<file path="src/rtl/seq_rec_pkg.sv">
package seq_rec_pkg;
  localparam int unsigned STATE_W = 3;

  typedef enum logic [STATE_W-1:0] {
    ST_NONE  = 3'b000,
    ST_1     = 3'b001,
    ST_11    = 3'b010,
    ST_110   = 3'b011,
    ST_HIT_A = 3'b100,  // 1101 seen
    ST_111   = 3'b101,
    ST_HIT_B = 3'b110,  // 1110 seen
    ST_SPARE = 3'b111
  } rec_state_e;
endpackage

</file>
<file path="src/rtl/seq_rec_next.sv">
module seq_rec_next
  import seq_rec_pkg::*;
(
  input  rec_state_e cur_i,
  input  logic       x_i,
  output rec_state_e nxt_o
);
  // next = longest stream suffix that is a prefix of either pattern
  always_comb begin
    unique case (cur_i)
      ST_NONE:  nxt_o = x_i ? ST_1     : ST_NONE;
      ST_1:     nxt_o = x_i ? ST_11    : ST_NONE;
      ST_11:    nxt_o = x_i ? ST_111   : ST_110;
      ST_110:   nxt_o = x_i ? ST_HIT_A : ST_NONE;
      ST_HIT_A: nxt_o = x_i ? ST_11    : ST_NONE;
      ST_111:   nxt_o = x_i ? ST_111   : ST_HIT_B;
      ST_HIT_B: nxt_o = x_i ? ST_HIT_A : ST_NONE;
      default:  nxt_o = ST_NONE;
    endcase
  end
endmodule

</file>
<file path="src/rtl/seq_rec_reg.sv">
module seq_rec_reg
  import seq_rec_pkg::*;
#(
  parameter rec_state_e RST_VAL = ST_NONE
) (
  input  logic       clk_i,
  input  logic       rst_ni,
  input  rec_state_e d_i,
  output rec_state_e q_o
);
  always_ff @(posedge clk_i or negedge rst_ni) begin
    if (!rst_ni) q_o <= RST_VAL;
    else         q_o <= d_i;
  end
endmodule

</file>
<file path="src/rtl/seq_rec_out.sv">
module seq_rec_out
  import seq_rec_pkg::*;
(
  input  rec_state_e cur_i,
  output logic       match_o
);
  always_comb match_o = (cur_i == ST_HIT_A) || (cur_i == ST_HIT_B);
endmodule

</file>
<file path="src/rtl/seq_rec.sv">
module seq_rec
  import seq_rec_pkg::*;
(
  input  logic clk_i,
  input  logic rst_ni,
  input  logic x_i,
  output logic match_o
);
  rec_state_e state_q;
  rec_state_e state_d;

  seq_rec_next u_next (
    .cur_i (state_q),
    .x_i   (x_i),
    .nxt_o (state_d)
  );

  seq_rec_reg #(.RST_VAL(ST_NONE)) u_reg (
    .clk_i  (clk_i),
    .rst_ni (rst_ni),
    .d_i    (state_d),
    .q_o    (state_q)
  );

  seq_rec_out u_out (
    .cur_i   (state_q),
    .match_o (match_o)
  );
endmodule

</file>
<file path="config.mk">
export PLATFORM = sky130hd
export DESIGN_NAME = seq_rec
export DESIGN_NICKNAME = d
export VERILOG_FILES = /design/src/rtl/seq_rec_pkg.sv /design/src/rtl/seq_rec_next.sv /design/src/rtl/seq_rec_reg.sv /design/src/rtl/seq_rec_out.sv /design/src/rtl/seq_rec.sv
export SDC_FILE = /design/constraint.sdc
export NUM_CORES = 1
export LEC_CHECK = 0
export BUFFER_PORTS_ARGS = -buffer_cell sky130_fd_sc_hd__buf_4
export CAP_MARGIN = 30
export CORE_AREA = 2 2 39 41
export DETAILED_ROUTE_END_ITERATION = 10
export DIE_AREA = 0 0 41 43
export HOLD_SLACK_MARGIN = 0.05
export PLACE_DENSITY = 0.3
export SYNTH_ARGS = -nofsm -noshare
export SYNTH_HDL_FRONTEND = slang
export SYNTH_SLANG_ARGS = --single-unit
</file>
<file path="constraint.sdc">
create_clock -name clk_i -period 0.86 [get_ports clk_i]
set_input_delay 0.043 -clock clk_i [delete_from_list [all_inputs] [get_ports clk_i]]
set_output_delay 0.043 -clock clk_i [all_outputs]
set_load 0.1 [all_outputs]
</file>
==> impl_metrics.json <==
{
  "status": "complete, but fails checks",
  "failed_checks": "setup timing",
  "grtUsageMet1_pct": 6.452,
  "vias": 132,
  "syn_nets": 18,
  "clk_pin_slew_worst_paths_ns": 0.04,
  "whs_ns": 0.06968,
  "p_comb_share_pct": 39.8,
  "cp.required_ns": 0.82,
  "cp.arrival_ns": 1.02,
  "fp.dieW_um": 41,
  "timing.fmax_mhz": 942.7,
  "grtUsageMet2_pct": 4.375,
  "routed_via_density": 3.385,
  "post-place-ws_ns": -0.1073,
  "vdd_drop_max_mv": 1.140,
  "worst_r2r_path_depth": 3,
  "dieHeight_um": 43,
  "drt_wl_total_um": 318,
  "p_leak_nw": 0.1072,
  "antenna_found_initial": 0,
  "top_register": "u_reg.q_o",
  "antennaDiodeCount": 0,
  "start_kind": "flip-flop",
  "fp.dieArea_um2": 1763,
  "n_fill_cell": 145,
  "period_needed_ns": 1.061,
  "drt_iter0_drc": 5,
  "setup_viol": 3,
  "place_area_um2": 198.9,
  "power_density_nw_per_um2": 3552,
  "syn_inst": 15,
  "grt_pass1_wl_um": 524,
  "synth_warnings": 0,
  "setup_slack_ns": -0.2008,
  "crit_fanout": 5,
  "reg.largest.list": "u_reg.q_o (3)",
  "ys_ff_latch": 3,
  "cts.sinks": 3,
  "largest_reg_flops": 3,
  "top_usage_layer": "met4",
  "p_clk_share_pct": 27.7,
  "crit_type": "flip-flop to primary output",
  "start_util_pct": 10.76,
  "yosysTopAreaCell": "dfrtp_1",
  "grt_usage_pct": 5.226,
  "switchingPower_uw": 354.8,
  "end_kind": "primary output",
  "synth_area_um2": 148.9,
  "ys_types": 12,
  "gr-total-overflow": 0,
  "seq_power_share_pct": 32.4,
  "wl_per_cell_um": 8.154,
  "boundaryPins": 4,
  "htreeDepth": 1,
  "cts_tree": "built",
  "use_met3_pct": 1.571,
  "fin_crit_sh_pct": 123.3,
  "p_sw_share_pct": 39.52,
  "slew_headroom_pct": 88.38,
  "fin_area_um2": 252.7,
  "synth_top_area_share_pct": 50.42,
  "clk_latency_ns": 0.23,
  "firstDrtPassIters": 2,
  "core-area_um2": 1384,
  "synth.avg_cell_area_um2": 9.926,
  "rr_endpoint": "u_reg.q_o[0]",
  "intPower_uw": 542.9,
  "drcViolationCount": 0,
  "slew_violations": 0,
  "rows": 14,
  "grt_max_degree": 7,
  "ctsRootBufferMaster": "clkbuf_4",
  "worst_pin_slew_ns": 0.1743,
  "r2r_slack_ns": -0.10,
  "synth_area_leaders": "dfrtp_1, o21ai_1, and3b_1",
  "synth-seq-area-share_pct": 50.42,
  "cap_violations": 0,
  "min_from": "x_i",
  "layout-drive-gt1-share_pct": 39.13,
  "finalPower_uw": 897.8,
  "rr_startpoint": "u_reg.q_o[2]",
  "rsz0062_at_grt": "true",
  "hold_depth": 2,
  "gp_congestion": 0.6411,
  "fin_nets": 27,
  "hold_viol": 0,
  "port_buffers": 3,
  "detail-route-antenna-nets": 0,
  "area.growth.synth_to_final_pct": 69.75,
  "grt_pass1_vias": 132,
  "min_path_type": "primary input to flip-flop",
  "cts_buffer_depth": 2,
  "final.setup_skew_ns": 0.0007422,
  "cts_buffers": 3,
  "dp_hpwl_um": 197.7,
  "min_to": "u_reg.q_o[0]"
}
[area by class of cell]
cell class | instances | area, um^2 | share of cell area (%)
Clock buffer | 4 | 26.28 | 10.40
Tap cell | 16 | 20.02 | 7.921
Multi-Input combinational cell | 12 | 85.08 | 33.66
Timing Repair Buffer | 4 | 45.04 | 17.82
Sequential cell | 3 | 76.32 | 30.20
[through the flow]
| step | util, % | setup TNS [ns] | cells |
|---|---|---|---|
| 5_1_grt | 18.26 | -0.5522 | 39 |
| 3_3_place_gp | 14.38 | -0.1657 | 34 |
| 3_5_place_dp | 14.38 | -0.2286 | 34 |
| 4_1_cts | 18.26 | -0.4090 | 39 |
| 6_report | 18.26 | -0.4037 | 39 |
| 2_1_floorplan | - | -0.1403 | 15 |
[layer usage]
layer	up-vias	share of wire, %
met4	0	4.4
met5	-	0
met2	6	37
met1	55	52
met3	2	6.0
li1	69	-
[critical path, stage by stage (launching register included)]
cell,delay (ns)
dfrtp_1,0.41
nor2b_4,0.19
buf_12,0.18
[logic make-up (layout without fill, tap and decap cells)]
logic type / Yosys count / count (layout) / synth area share (%)
compound gates: 5 / 5 / 19.33
xor+xnor: 1 / 1 / 5.883
buf+inv: 0 / 8 / 0
flops: 3 / 3 / 50.42
simple gates: 6 / 6 / 24.37
[power by group through the flow]
stage / combinational (mW) / clock [mW] / sequential (mW)
2_1_floorplan: 0.246 / 0 / 0.263
3_3_place_gp: 0.297 / 0 / 0.275
3_5_place_dp: 0.300 / 0 / 0.282
4_1_cts: 0.359 / 0.265 / 0.287
5_1_grt: 0.381 / 0.283 / 0.301
6_report: 0.358 / 0.249 / 0.291
[repair_timing]
action | 4_1_cts | 5_1_grt
hold endpoints to repair | 3 | 0
hold buffers | 1 | 0
gates resized for setup | 5 | 0
buffers inserted | 0 | 0
pin swaps | 1 | 1
setup endpoints to repair | 3 | 3
[placed cells by master, fill, tap and decap left out, drive strengths merged]
cell type / synthesis / routed
o21a: 1 / 1
nand2b: 1 / 1
buf: 0 / 3
a21oi: 1 / 1
dfrtp: 3 / 3
nand2: 1 / 1
o21ai: 2 / 2
and3b: 1 / 1
nor2b: 1 / 1
dlygate4sd3: 0 / 1
o22ai: 1 / 1
or2: 1 / 1
xor2: 1 / 1
nand3: 1 / 1
clkbuf: 0 / 4
[Yosys cell counts, drive strengths merged]
master / n
and3b: 1
nand2: 1
nand2b: 1
o21ai: 2
o21a: 1
nor2b: 1
xor2: 1
dfrtp: 3
nand3: 1
o22ai: 1
or2: 1
a21oi: 1
[worst max-delay path by stage]
stage	depth (start not counted)	endpoint	slack [ns]	from
after global routing	2	match_o	-0.25	u_reg.q_o[2]
after CTS	2	match_o	-0.20	u_reg.q_o[2]
after global placement	3	u_reg.q_o[1]	-0.09	u_reg.q_o[0]
after floorplan	1	match_o	-0.10	u_reg.q_o[2]
final	2	match_o	-0.20	u_reg.q_o[2]
after detailed placement	3	u_reg.q_o[1]	-0.11	u_reg.q_o[2]
(Power assumes the default switching activity.)
